==> src/rtl/psl_pkg.sv <==
package psl_pkg;
  localparam int WORD_W  = 36;
  localparam int HALF_W  = WORD_W / 2;
  localparam int THIRD_W = WORD_W / 3;
  localparam int OP_W    = 4;

  typedef enum logic [OP_W-1:0] {
    OP_ADD_HALF = 4'd0,
    OP_SUB_HALF = 4'd1,
    OP_ADD_THRD = 4'd2,
    OP_SUB_THRD = 4'd3,
    OP_SEL_SET  = 4'd4,
    OP_SEL_INV  = 4'd5,
    OP_SEL_CLR  = 4'd6,
    OP_SEL_SUBS = 4'd7,
    OP_PAR_EVEN = 4'd8,
    OP_PAR_ODD  = 4'd9
  } op_e;

  typedef enum logic [1:0] {
    SEL_SET = 2'd0,
    SEL_INV = 2'd1,
    SEL_CLR = 2'd2,
    SEL_SUB = 2'd3
  } sel_e;
endpackage

==> src/rtl/psl_lane_adder.sv <==
module psl_lane_adder #(
  parameter int W      = psl_pkg::WORD_W,
  parameter int LANE_A = psl_pkg::HALF_W,
  parameter int LANE_B = psl_pkg::THIRD_W
) (
  input  logic [W-1:0] a,
  input  logic [W-1:0] b,
  input  logic         sub,
  input  logic         cut_a,
  input  logic         cut_b,
  output logic [W-1:0] sum
);
  // Boundary bits for each lane width, built once at elaboration.
  logic [W-1:0] edge_a, edge_b;
  for (genvar g = 0; g < W; g++) begin : g_edge
    assign edge_a[g] = ((g % LANE_A) == 0);
    assign edge_b[g] = ((g % LANE_B) == 0);
  end

  always_comb begin
    logic c;
    logic bb;
    c   = sub;
    sum = '0;
    for (int i = 0; i < W; i++) begin
      if ((cut_a && edge_a[i]) || (cut_b && edge_b[i])) c = sub;
      bb     = b[i] ^ sub;
      sum[i] = a[i] ^ bb ^ c;
      c      = (a[i] & bb) | (c & (a[i] ^ bb));
    end
  end
endmodule

==> src/rtl/psl_sel_logic.sv <==
module psl_sel_logic #(
  parameter int W = psl_pkg::WORD_W
) (
  input  psl_pkg::sel_e kind,
  input  logic [W-1:0]  a,
  input  logic [W-1:0]  u,
  input  logic [W-1:0]  m,
  output logic [W-1:0]  y
);
  always_comb begin
    unique case (kind)
      psl_pkg::SEL_SET: y = a | u;
      psl_pkg::SEL_INV: y = a ^ u;
      psl_pkg::SEL_CLR: y = a & ~u;
      default:          y = (a & ~m) | (u & m);
    endcase
  end
endmodule

==> src/rtl/psl_parity.sv <==
module psl_parity #(
  parameter int W = psl_pkg::WORD_W
) (
  input  logic [W-1:0] a,
  input  logic [W-1:0] u,
  output logic         odd
);
  assign odd = ^(a & u);
endmodule

==> src/rtl/psl_unit.sv <==
module psl_unit
  import psl_pkg::*;
#(
  parameter int W = psl_pkg::WORD_W
) (
  input  logic              clk,
  input  logic              rst_n,
  input  logic              in_valid,
  output logic              in_ready,
  input  logic [OP_W-1:0]   op,
  input  logic [W-1:0]      a_word,
  input  logic [W-1:0]      u_word,
  input  logic [W-1:0]      m_word,
  output logic              out_valid,
  input  logic              out_ready,
  output logic [W-1:0]      res,
  output logic              res_wr,
  output logic              res_to_next,
  output logic              skip
);
  logic [W-1:0] sum_w, sel_w, nxt_res;
  logic         par_odd, nxt_wr, nxt_next, nxt_skip;
  logic         is_sub, cut_h, cut_t;

  assign is_sub = op[0];
  assign cut_h  = (op == OP_ADD_HALF) || (op == OP_SUB_HALF);
  assign cut_t  = (op == OP_ADD_THRD) || (op == OP_SUB_THRD);

  psl_lane_adder #(.W(W), .LANE_A(W/2), .LANE_B(W/3)) u_add (
    .a(a_word), .b(u_word), .sub(is_sub), .cut_a(cut_h), .cut_b(cut_t), .sum(sum_w)
  );

  psl_sel_logic #(.W(W)) u_sel (
    .kind(sel_e'(op[1:0])), .a(a_word), .u(u_word), .m(m_word), .y(sel_w)
  );

  psl_parity #(.W(W)) u_par (.a(a_word), .u(u_word), .odd(par_odd));

  always_comb begin
    nxt_res  = '0;
    nxt_wr   = 1'b0;
    nxt_next = 1'b0;
    nxt_skip = 1'b0;
    case (op)
      OP_ADD_HALF, OP_SUB_HALF, OP_ADD_THRD, OP_SUB_THRD: begin
        nxt_res = sum_w;
        nxt_wr  = 1'b1;
      end
      OP_SEL_SET, OP_SEL_INV, OP_SEL_CLR, OP_SEL_SUBS: begin
        nxt_res  = sel_w;
        nxt_wr   = 1'b1;
        nxt_next = 1'b1;
      end
      OP_PAR_EVEN: nxt_skip = ~par_odd;
      OP_PAR_ODD:  nxt_skip = par_odd;
      default: ;
    endcase
  end

  assign in_ready = !out_valid || out_ready;

  always_ff @(posedge clk or negedge rst_n) begin
    if (!rst_n) begin
      out_valid   <= 1'b0;
      res         <= '0;
      res_wr      <= 1'b0;
      res_to_next <= 1'b0;
      skip        <= 1'b0;
    end else if (in_ready) begin
      out_valid <= in_valid;
      if (in_valid) begin
        res         <= nxt_res;
        res_wr      <= nxt_wr;
        res_to_next <= nxt_next;
        skip        <= nxt_skip;
      end
    end
  end
endmodule

==> config.mk <==
export PLATFORM = sky130hd
export DESIGN_NAME = psl_unit
export DESIGN_NICKNAME = d
export VERILOG_FILES = /design/src/rtl/psl_pkg.sv /design/src/rtl/psl_lane_adder.sv /design/src/rtl/psl_sel_logic.sv /design/src/rtl/psl_parity.sv /design/src/rtl/psl_unit.sv
export SDC_FILE = /design/constraint.sdc
export NUM_CORES = 1
export LEC_CHECK = 0
export BUFFER_PORTS_ARGS = -buffer_cell sky130_fd_sc_hd__buf_2
export CORE_MARGIN = 2
export CORE_UTILIZATION = 50
export CTS_CLUSTER_DIAMETER = 200
export DETAILED_ROUTE_END_ITERATION = 8
export GPL_TIMING_DRIVEN = 0
export PLACE_DENSITY = 0.79
export SETUP_SLACK_MARGIN = 0.15
export SYNTH_ARGS = -nofsm -noshare
export SYNTH_HDL_FRONTEND = slang
export SYNTH_SLANG_ARGS = --single-unit
==> constraint.sdc <==
create_clock -name clk -period 1.35 [get_ports clk]
set_input_delay 0 -clock clk [delete_from_list [all_inputs] [get_ports clk]]
set_output_delay 0 -clock clk [all_outputs]
set_load 0.005 [all_outputs]
==> impl.org, run 1 <==
** Floorplan
- Core box area :: 11900 sq um
- Die Wd :: ~110 um
- Cell row count :: 40
- Vert. Die Dim :: between 100 and 150 um
- The die covers around 13000 sq um.
- Starting density of the core :: 0.506
- Total I/O pin count :: about 160

** Timing
- Worst-case setup margin in the final layout :: -13040 ps
- The number of hold-slack violations in the final timing report is 0.
- Slew headroom :: 0.489
- Minimum hold slack :: 44.7 ps
- At the pin with the least slew margin, the transition time is around 770 ps.
- Static timing analysis puts the maximum clock frequency at 0.0695 GHz.
- For the final database, setup skew stands at 4.78 ps.
- The worst path in the final design needs a cycle of 14390 ps, including I/O delays and setup.
- Summed negative setup slack over all endpoints :: -233190 ps
- Setup violations remaining at the end of the flow were counted as 36.
- Unrepaired setup endpoints after global routing :: true
- Final worst path period share :: 10.7
- The number of pins exceeding their max-slew limit in the final report came to 0.

** Synth
- Share of the synthesized area in the top cell type :: 0.224
- In this run, synthesis inferred 0 flip-flops with an integrated enable.
- Synth Warn # :: 0
- For this run, the leading register cell type out of synthesis is sky130_fd_sc_hd__dfrtp_1.
- After synthesis, the largest family of logic cells by area is adder cells.
- Of the total synthesized cell area, the portion taken by full adders, half adders and majority gates is 0.337.
- Synth Net Count :: 906
- Number of cells produced by synthesis :: 648
- Fraction of synthesized area in multiplexers :: 0.129
- Number of synthesized register bits :: 40
- Syn Area/Cell :: 9.31 sq um
- Cell taking the most area after synthesis :: sky130_fd_sc_hd__ha_1
- Area share of and/or/nand/nor cells after synthesis :: 0.0610
- Compound-gate portion of the synthesized area :: 0.116
- Fraction of the yosys area taken by sequential cells :: 0.166
- Post-synthesis xor/xnor area fraction :: 0.107
- Post-synth design cell area :: 6030 sq um
- Async set-reset flop share out of synthesis :: 1.00
- By count the netlist is led by 108 x sky130_fd_sc_hd__ha_1, 100 x sky130_fd_sc_hd__inv_1, 77 x sky130_fd_sc_hd__nand2_1.
- Counting distinct cell types in the post-synthesis netlist gives 32.
- sky130_fd_sc_hd__ha_1 is the most common cell in the netlist.
- Sorting the synthesized cells by area gives the leading types as sky130_fd_sc_hd__ha_1 22%, sky130_fd_sc_hd__dfrtp_1 17%, sky130_fd_sc_hd__fa_1 11%.

** Setup path
- The worst setup path is captured at a register.
- Register-to-Register Setup Slack :: -230 ps
- Together, buffers and inverters on the worst path number 11.
- Library cell contributing the largest single delay on the critical path :: sky130_fd_sc_hd__fa_2
- At the worst endpoint, the required time is 1530 ps.
- Critical path class :: in2reg
- Kind of start point of the critical path :: input pin
- Peak per-stage delay on the critical path :: between 400 and 500 ps
- Broken down by cell family, the worst path's largest delay share belongs to adder cells.
- Along the worst path, the maximum fanout reaches 4.
- STA puts the critical path data arrival time at 14560 ps.
- In this design, the critical path's most frequently occurring cell is sky130_fd_sc_hd__fa_2.

** Layout
- Share of post-route cells with drive strength above 1 :: 0.362
- Layout Cells excl Fill :: 976
- 0 antenna diodes ended up in the layout.
- Counting the fill cells in the layout gives 955.
- The net count of the finished layout is 1086.
- The finished cells cover 7970 sq um.
- Area growth syn-to-layout :: 32.1%

** Clock tree
- Clock tree from TritonCTS :: done
- Counting along the longest clock path gives a buffer depth of 2.
- Clock slew seen by the registers of the worst setup and hold paths :: 70 ps
- At the later pin of the worst-skew pair, clock insertion delay measures 290 ps.
- The tree is rooted in a sky130_fd_sc_hd__clkbuf_16.
- Total clock buffers created by CTS :: 5
- H-Tree Depth :: 2
- Clock tree sinks :: 40

** Outcome
- Status :: complete, but fails checks
- The final reports fail on negative setup slack.

** Pwr
- Power per standard cell area :: 717 nW/um^2
- Leakage power of the design :: 4.01 nW
- VDD sags by at most around 480 uV.

** Routing
- Aggregate routed wire length :: between 15000 and 20000 um
- The first routing iteration left 299 violations.
- The pre-antenna-repair detailed-routing pass consisted of 4 iterations.
- Vias after detailed routing :: 5299
- The detail route stage leaves a number of antenna-violating nets equal to 0.
- Drt drc :: 0
- Number of vias per cell after detailed routing :: 5.43
- After detailed routing, the average wire length per cell comes to 17.3 um.

** Place
- In this run the tool buffered the top-level ports with 156 buffer cells.
- The congestion estimate from routability-driven global placement came to 0.811.
- Detailed-placement wirelength estimate :: 12800 um
- Post-DP Area :: 7260 sq um
- Counting tap cells, the placed design contains a total of about 950 instances.

** Global routing
- Largest net degree at the start of global routing :: 41
- The initial antenna violation count was 0.
- Overflow after GRT :: 0
- The via count of the first global-routing pass came to roughly 5500.
- First-pass GRT wire length :: 27100 um
- In the global route stage, overall resource usage came out at 0.266.

** Min path
- The tightest min-delay check is of the in2reg type.

** Flow run
- Maxcap violations :: 0
final cells by class:
cell class	instances	area, sq um	area share
well taps	147	184	0.0231
inverters	100	375	0.0471
clock inverters	1	7.51	0.000942
multi-input cells	478	4970	0.624
flip-flops and latches	40	1000	0.126
plain buffers	30	272	0.0341
clock buffers	7	143	0.0179
repair buffers	173	1010	0.127
layout by cell type (no fill, tap or decap), types with 19 or more instances in the layout:
| cell type | synthesis | final |
|---|---|---|
| sky130_fd_sc_hd__o211ai_1 | 19 | 19 |
| sky130_fd_sc_hd__o21ai_0 | 53 | 19 |
| sky130_fd_sc_hd__dfrtp_1 | 40 | 40 |
| sky130_fd_sc_hd__fa_2 | 0 | 33 |
| sky130_fd_sc_hd__inv_1 | 100 | 92 |
| sky130_fd_sc_hd__o21ai_1 | 3 | 34 |
| sky130_fd_sc_hd__buf_2 | 11 | 152 |
| sky130_fd_sc_hd__nand2_1 | 77 | 75 |
| sky130_fd_sc_hd__xor2_1 | 35 | 33 |
| sky130_fd_sc_hd__xnor2_1 | 36 | 27 |
| sky130_fd_sc_hd__ha_1 | 108 | 89 |
| sky130_fd_sc_hd__mux2i_1 | 37 | 35 |
registers in the layout, summed over array words and instances (netlist names):
| signal | flops |
|---|---|
| res | 36 |
| res_to_next | 1 |
| out_valid | 1 |
| skip | 1 |
| res_wr | 1 |
cell families (layout without fill, tap and decap cells):
group | Yosys count | count (layout)
fa+ha+maj | 142 | 142
buf+inv | 130 | 311
compound gates | 116 | 116
simple gates | 92 | 92
xor+xnor | 72 | 72
mux | 56 | 56
flops | 40 | 40
metrics by stage:
step,setup WS [ps],power [mW],utilization
final,-13040,5.71,0.669
after detailed placement,-13550,4.23,0.610
after global placement,-13450,4.12,0.610
after CTS,-13100,5.64,0.658
after floorplan,-12510,3.22,-
after global routing,-13560,6.14,0.669
power by group:
| group | total [mW] | internal [mW] | switching [mW] |
|---|---|---|---|
| Clock | 1.28 | 0.739 | 0.545 |
| Sequential | 1.52 | 1.40 | 0.123 |
| Combinational | 2.91 | 1.43 | 1.48 |
timing repair:
item                                    CTS  global route
resized for setup                        82            21
gates cloned                              0             2
pin swaps                                20             8
hold buffers                              2             0
setup buffers                             8             5
endpoints found under the hold margin    41             0
endpoints found under the setup margin   39            79
worst reg2reg max path: stages, from the launching register on:
cell and delay [ps]:
sky130_fd_sc_hd__dfrtp_1 350, sky130_fd_sc_hd__nand2b_1 120, sky130_fd_sc_hd__nand2_4 110, sky130_fd_sc_hd__or2_1 130, sky130_fd_sc_hd__buf_8 130, sky130_fd_sc_hd__clkbuf_1 460, sky130_fd_sc_hd__o21ai_1 160
routing by layer:
layer | part of all wire | track usage
met1 | 0.42 | 0.333
met2 | 0.49 | 0.470
met3 | 0.067 | 0.0468
met4 | 0.020 | 0.0780
met5 | 0 | 0
worst paths after layout:
| check | startpoint | to | depth (start not counted) |
|---|---|---|---|
| hold reg to reg | res_wr$_DFFE_PN0P_ | res_wr$_DFFE_PN0P_ | 2 |
| max in group asynchronous | rst_n | res[10]$_DFFE_PN0P_ | 2 |
| min in group asynchronous | rst_n | out_valid$_DFFE_PN0N_ | 2 |
| setup / recovery | op[0] | res[35]$_DFFE_PN0P_ | 54 |
| hold / removal | op[3] | skip$_DFFE_PN0P_ | 3 |
| setup reg to reg | out_valid$_DFFE_PN0N_ | res[9]$_DFFE_PN0P_ | 6 |
No activity file was read; power rests on OpenSTA's default activity.
==> run 2: changes to the inputs <==
Settings changed: CORE_MARGIN 2 to 10, SETUP_SLACK_MARGIN 0.15 to not set.
==> run 2 against run 1 <==
  * The flow still finishes with violations (negative setup slack)
  * Critical endpoint unchanged
  * Global-route usage fell by 5.5 points
  * Cell count fell by 0.20%
  * Sequential power about the same
  * Wire length rose by 6.7%
  * Combinational power barely moved
  * First-iteration DRC count is 19% lower
  * Sequential cell count did not move
  * Die area rose by 30%
  * Clock power about the same
  * Count of clock-buffer cells in the layout grew 1
  * Maximum frequency rose by 0.51%
  * Highest routed layer unchanged
==> impl.org, run 2 (synthesis results as in run 1) <==
** Outcome
- Status :: complete, but fails checks
- The checks that failed: negative setup slack.

** Layout
- Area of the multi-input gates :: 4940 sq um
- Footprint of the flip-flops and latches :: approximately 1000 sq um
- Of the cells placed in the final design, the portion with a size suffix greater than 1 is 0.358.
- After filler insertion, the fill cell instance count of the layout stands at ~970.
- Most frequent cells in the layout :: 153 x sky130_fd_sc_hd__buf_2, 92 x sky130_fd_sc_hd__inv_1, 89 x sky130_fd_sc_hd__ha_1
- Largest register FFs :: 36
- More flip-flops sit in one register than any other, and that register is res.
- Leaving out fill and tap cells, the most frequent cell in the layout is sky130_fd_sc_hd__buf_2.
- At the end of the flow, the number of nets in the layout was roughly 1100.
- The repair_antennas step left the layout with diodes totalling 0.
- Compared with the post-synthesis result, the final layout area differs by 30.4%.

** Timing
- Slew headroom :: 0.315
- Between clock sinks in the finished design, the worst skew comes to 7.22 ps.
- Setup violations remaining at the end of the flow were counted as 35.
- Clock period minus final worst setup slack :: 14310 ps
- Unrepaired setup endpoints after global routing :: true
- Highest Clock Rate :: 0.0699 GHz
- Fin. max-slew vios :: 0
- Once routing completed, OpenROAD measured the worst setup slack at -12960 ps.
- For the pin with the worst max-slew slack, the measured transition is 1030 ps.
- The number of hold-slack violations in the final timing report came to 0.
- Final worst path period share :: 10.6
- Minimum hold slack :: 11.1 ps
- Setup total negative slack on the finished layout was measured at -231330 ps.

** Clock tree
- Clock slew seen by the registers of the worst setup and hold paths :: ~70 ps
- CTS built an H-tree with a depth of 2.
- TritonCTS built the clock tree.
- Clock tree synthesis inserted a total of 5 buffers.
- CTS max path bufs :: 2
- Clock latency at the later pin of the worst-skew pair :: 300 ps
- The tree is rooted in a sky130_fd_sc_hd__clkbuf_16.
- The tree built by TritonCTS fans out to 40 sinks.

** Routing
- DR WL/cell :: between 15 and 20 um
- Aggregate routed wire length :: 18000 um
- After the first detailed-routing iteration, the DRC count stood at ~240.
- Vias after detailed routing :: 5178
- Number of vias per cell after detailed routing :: 5.32
- Drt drc :: 0
- Once detail routing completed, the nets flagged for antenna violations numbered 0.
- The pre-antenna-repair detailed-routing pass consisted of 4 iterations.

** Global routing
- First-pass GRT wire length :: between 20000 and 30000 um
- Overflow after GRT :: 0
- Total track usage :: 0.211
- Largest net degree at the start of global routing :: 41
- The initial antenna violation count came to 0.
- The via count of the first global-routing pass was roughly 5400.

** Pwr
- Power share of the sequential group :: 0.265
- Power spread over the standard cell area amounts to about 720 nW/um^2.
- Overall power :: 5.69 mW
- Of the total power, the clock network draws 0.227.
- Leakage power of the design :: 3.98 nW
- Switching power of the nets :: 2.14 mW
- Switching share of power :: 0.376
- Combinational share of power :: 0.508
- Across the VDD grid, the largest voltage drop is 485 uV.
- Cell internal power was estimated by the tool at 3.55 mW.

** Floorplan
- Core box area :: 11900 sq um
- Total Die Area :: 16900 sq um
- Total I/O pin count :: 157
- Die Wd :: 130 um
- Vert. Die Dim :: ~130 um
- Cell row count :: 40
- For this configuration, the core starts out at a cell density of 0.506.

** Setup path
- On the worst path, the slowest cell contributes a delay of 470 ps.
- Required time reported for the critical path endpoint :: 1530 ps
- Critical path class :: in2reg
- In this run the register-to-register setup slack is -110 ps.
- Counting cells, the worst reg-to-reg path comes to 5.
- Endpoint class of the critical path :: register
- The worst setup path is launched from an input pin.
- Of all nets on the critical path, the largest fanout is 4.
- The largest individual stage delay along the critical path comes from the cell sky130_fd_sc_hd__fa_2.
- Source of the worst register-to-register timing path :: out_valid$_DFFE_PN0N_
- Critical path's most frequent cell :: sky130_fd_sc_hd__fa_2
- The endpoint identified for the worst register-to-register timing path is res[5]$_DFFE_PN0P_.
- Data arrives at the worst endpoint at 14500 ps.

** Min path
- The path with the worst hold slack has its endpoint at skip$_DFFE_PN0P_.
- Hold Crit Class :: in2reg
- The startpoint identified for the worst hold timing path is op[3].
- Hold Path Cell Cnt :: 3

** Place
- Buffers on Ports :: between 150 and 200
- Detailed-placement wirelength estimate :: roughly 14000 um
- Routability-driven placement finished with a final weighted congestion of 0.809.

** Flow run
- Maxcap violations :: 0
run 2: changes by cell type in the layout (fill, tap and decap cells not counted), moves of 2 or more:
| cell | before | now |
|---|---|---|
| sky130_fd_sc_hd__buf_6 | 12 | 8 |
| sky130_fd_sc_hd__o21ai_2 | 3 | 1 |
| sky130_fd_sc_hd__xnor2_1 | 27 | 25 |
| sky130_fd_sc_hd__ha_2 | 2 | 5 |
| sky130_fd_sc_hd__clkbuf_2 | 2 | 4 |
| sky130_fd_sc_hd__buf_4 | 13 | 15 |
| sky130_fd_sc_hd__xnor2_2 | 9 | 11 |
| sky130_fd_sc_hd__buf_8 | 6 | 4 |
| sky130_fd_sc_hd__ha_4 | 17 | 14 |
run 2: cell type report:
class	instances	share of cell area
flip-flops and latches	40	0.127
plain buffers	28	0.0272
clock buffers	8	0.0186
multi-input cells	478	0.629
repair buffers	173	0.127
well taps	147	0.0234
inverters	100	0.0477
run 2: timing repair:
item	CTS	global route
hold buffers	2	0
gates resized for setup	70	13
pin swaps	20	7
endpoints found under the setup margin	39	39
gates cloned	0	1
endpoints found under the hold margin	41	0
setup buffers	15	1
run 2: how the worst max path moves through the flow:
stage	from	to	slack (ps)	cells after the start
2_1_floorplan	op[0]	res[35]$_DFFE_PN0P_	-12510	54
3_3_place_gp	op[0]	res[35]$_DFFE_PN0P_	-13470	55
3_5_place_dp	op[0]	res[35]$_DFFE_PN0P_	-13490	55
4_1_cts	op[0]	res[35]$_DFFE_PN0P_	-13030	54
5_1_grt	op[0]	res[35]$_DFFE_PN0P_	-13430	54
6_report	op[0]	res[35]$_DFFE_PN0P_	-12960	54
run 2: power groups by stage:
stage | Sequential [mW] | Combinational, mW | Clock (mW)
finish | 1.51 | 2.90 | 1.29
global route | 1.54 | 3.24 | 1.33
CTS | 1.51 | 2.87 | 1.30
detailed placement | 1.53 | 2.72 | 0
global placement | 1.52 | 2.62 | 0
floorplan | 1.54 | 1.68 | 0
run 2: metal layers:
metal	vias up	wire length, um	track usage
met5	-	0	0
met4	0	234	0.0476
met3	17	1230	0.0475
met2	158	8900	0.363
met1	2517	7680	0.264
li1	2486	-	-
run 2: stage by stage:
step           std cells  utilization  instance area (sq um)  worst slack, ps
2_1_floorplan        648            -                   6300           -12510
3_3_place_gp         951        0.610                   7260           -13470
3_5_place_dp         951        0.610                   7260           -13490
4_1_cts              975        0.657                   7820           -13030
5_1_grt              974        0.660                   7870           -13430
6_report             974        0.660                   7870           -12960
run 2: worst max-delay path, delay by kind of cell:
family | cells | cell delay (ps)
and+or+nand+nor | 1 | 50
adders and majority gates | 34 | 12120
xor gates and xnor gates | 2 | 310
AOI/OAI and AO/OA | 2 | 250
muxes | 4 | 920
buffers and inverters | 11 | 810
==> run 3: changes to the inputs <==
Settings changed: CORE_UTILIZATION 50 to 55, PLACE_DENSITY 0.79 to 0.83, RECOVER_POWER set to 50.
Clock period 1.35 ns to 14.22 ns, I/O delays scaled along.
==> run 3 against run 2 <==
  * The flow finishes with violations (max-capacitance violations, max-slew violations)
  * Largest cell class unchanged
  * Count of clock-buffer cells in the layout unchanged
  * Global-route usage is 0.85 points higher
  * Cell area down 8.0%
==> impl.org, run 3 (synthesis results as in run 1) <==
** Timing
- Number of endpoints failing setup at the final stage :: 0
- In this run the tightest slew margin relative to its limit is -0.638.
- For the pin with the worst max-slew slack, the measured transition is ~2500 ps.
- The number of hold-slack violations in the final timing report is 0.
- Derived from the worst setup path, the maximum achievable clock frequency is 0.0715 GHz.
- Across all setup checks in the final design, the least slack found is around 230 ps.
- Adding up every negative setup slack in the final design gives 0 ps.
- Clk_skew :: between 5 and 6 ps
- Unrepaired setup endpoints after global routing :: true
- The worst path in the final design needs a cycle of ~14000 ps, including I/O delays and setup.
- Fin. max-slew vios :: about 40
- In the finished design, the share of the clock period the worst path needs comes to 0.984.

** Clock tree
- H-Tree Depth :: 2
- CTS max path bufs :: 2
- Clock tree sinks :: 40
- For the worst-skew pair, the clock arrives at the later sink with an insertion delay of 300 ps.
- Clock slew seen by the registers of the worst setup and hold paths :: 90 ps
- TritonCTS built the clock tree.
- Clock tree root driver cell :: sky130_fd_sc_hd__clkbuf_8
- Counting the buffers created by CTS gives 5.

** Routing
- Vias after detailed routing :: 5212
- After detailed routing, the number of remaining DRC violations is 0.
- Number of vias per cell after detailed routing :: 5.42
- Remaining antenna violation count after routing :: 0
- The pre-antenna-repair detailed-routing pass consisted of 5 iterations.
- Drt initial violations :: 249
- After detailed routing, the average wire length per cell comes to 18.1 um.
- The final layout contains routed wiring with a total length of 17400 um.

** Place
- Post-place setup slack :: -1330 ps
- Placed cell count :: around 940
- Buffers on Ports :: 156
- Detailed-placement wirelength estimate :: about 14000 um
- At the end of routability-driven placement, the weighted congestion stood at 0.873.

** Setup path
- Measured in cells, the most critical reg-to-reg path has a length of 6.
- The largest single stage delay on the critical path is 400 ps.
- The setup path with the least slack is of type in2reg.
- Along the worst path, the maximum fanout reaches 4.
- Arrival time reported for the critical path endpoint :: between 10000 and 15000 ps
- Critical path's most frequent cell :: sky130_fd_sc_hd__fa_2
- Terminus of the critical flop-to-flop path :: res[20]$_DFFE_PN0P_
- STA classifies the critical path endpoint as a register.
- Kind of start point of the critical path :: input pin
- Library cell contributing the largest single delay on the critical path :: sky130_fd_sc_hd__fa_2
- Required time reported for the critical path endpoint :: 14380 ps
- The setup check on the worst reg-to-reg path leaves a slack of 12240 ps.
- In this run the critical register-to-register path is launched from out_valid$_DFFE_PN0N_.

** Global routing
- The via count of the first global-routing pass is ~5700.
- First-pass GRT wire length :: 28500 um
- Overflow after GRT :: 0
- The initial antenna violation count came to 4.
- Total track usage :: 0.220
- Largest net degree at the start of global routing :: 41

** Layout
- The net count of the finished layout is around 1100.
- Core Util, Final :: 0.670
- Of the cells placed in the final design, the portion with a size suffix greater than 1 is 0.246.
- Layout Cells excl Fill :: 961
- Most frequent cells in the layout :: 124 x sky130_fd_sc_hd__buf_2, 108 x sky130_fd_sc_hd__ha_1, 93 x sky130_fd_sc_hd__inv_1
- Ranked by flip-flop count, first place goes to res.
- Largest register FFs :: 36
- Area growth syn-to-layout :: 20.0%
- Most common cell after layout, fill and taps aside :: sky130_fd_sc_hd__buf_2

** Min path
- Endpoint of the worst hold-timing path :: res[19]$_DFFE_PN0P_
- Hold Path Cell Cnt :: 6
- The min-delay analysis places its worst path in the category in2reg.
- The startpoint identified for the worst hold timing path is m_word[19].

** Outcome
- Status :: complete, but fails checks
- Violated checks :: max-capacitance violations, max-slew violations

** Pwr
- The analysis attributes to cell leakage a power of roughly 3.6 nW.
- Across the VDD grid, the largest voltage drop is 45.3 uV.
- The design draws roughly 0.48 mW.
- Power per standard cell area :: 65.9 nW/um^2

** Floorplan
- In this run the standard cell core region covers between 10000 and 15000 sq um.
- The floorplan step defined a die boundary enclosing 15600 sq um.
- In this run the count of I/O pins placed on the die edge is approximately 160.
- Measured along the y axis, the die boundary spans 125 um.
- Cell row count :: 38
- Die Wd :: 125 um
- Starting density of the core :: 0.559

** Flow run
- Maxcap violations :: 1
==> run 3: final cells by class <==
class	count	area [sq um]
Multi-Input combinational cell	478	4630
Fill cell	897	3560
Sequential cell	40	1000
Timing Repair Buffer	165	820
Inverter	100	375
Tap cell	140	175
Buffer	27	131
Clock buffer	8	90.1
Antenna cell	3	7.51
==> run 3: worst max-delay path, delay by kind of cell <==
family,cells,cell delay [ps]
fa+ha+maj,34,12060
mux,4,960
buf+inv,8,510
xor+xnor,2,320
compound gates,2,240
simple gates,1,50
==> run 3: through the flow <==
step	cell area (sq um)	hold WS (ps)
2_1_floorplan	6090	-296
3_3_place_gp	7050	217
3_5_place_dp	7050	213
4_1_cts	7260	224
5_1_grt	7230	250
6_report	7230	229
==> run 3: how the worst max path moves through the flow <==
stage	slack, ps	endpoint	start
3_5_place_dp	-1330	res[35]$_DFFE_PN0P_	op[0]
3_3_place_gp	-1140	res[35]$_DFFE_PN0P_	op[0]
2_1_floorplan	30	res[35]$_DFFE_PN0P_	op[0]
4_1_cts	-190	res[35]$_DFFE_PN0P_	op[0]
5_1_grt	-280	res[35]$_DFFE_PN0P_	u_word[0]
6_report	230	res[35]$_DFFE_PN0P_	u_word[0]
==> run 3: timing repair <==
action	4_1_cts	5_1_grt
setup endpoints to repair	4	3
setup buffers	3	2
hold endpoints to repair	42	0
gates resized for setup	26	13
hold buffers	4	0
gates cloned	0	0
pin swaps	2	3
==> run 3: routing by layer <==
metal | wire length, um | GRT usage | vias to the layer above
li1 | - | - | 2467
met1 | 7090 | 0.261 | 2532
met2 | 8550 | 0.383 | 174
met3 | 1180 | 0.0468 | 37
met4 | 533 | 0.0720 | 2
met5 | 7 | 0 | -
==> run 3: power breakdown <==
part	total, mW	internal, mW	switching, mW	leakage, nW
sequential	0.144	0.133	0.0111	0.519
clock	0.0841	0.0398	0.0443	0.0455
combinational	0.249	0.116	0.133	3.08
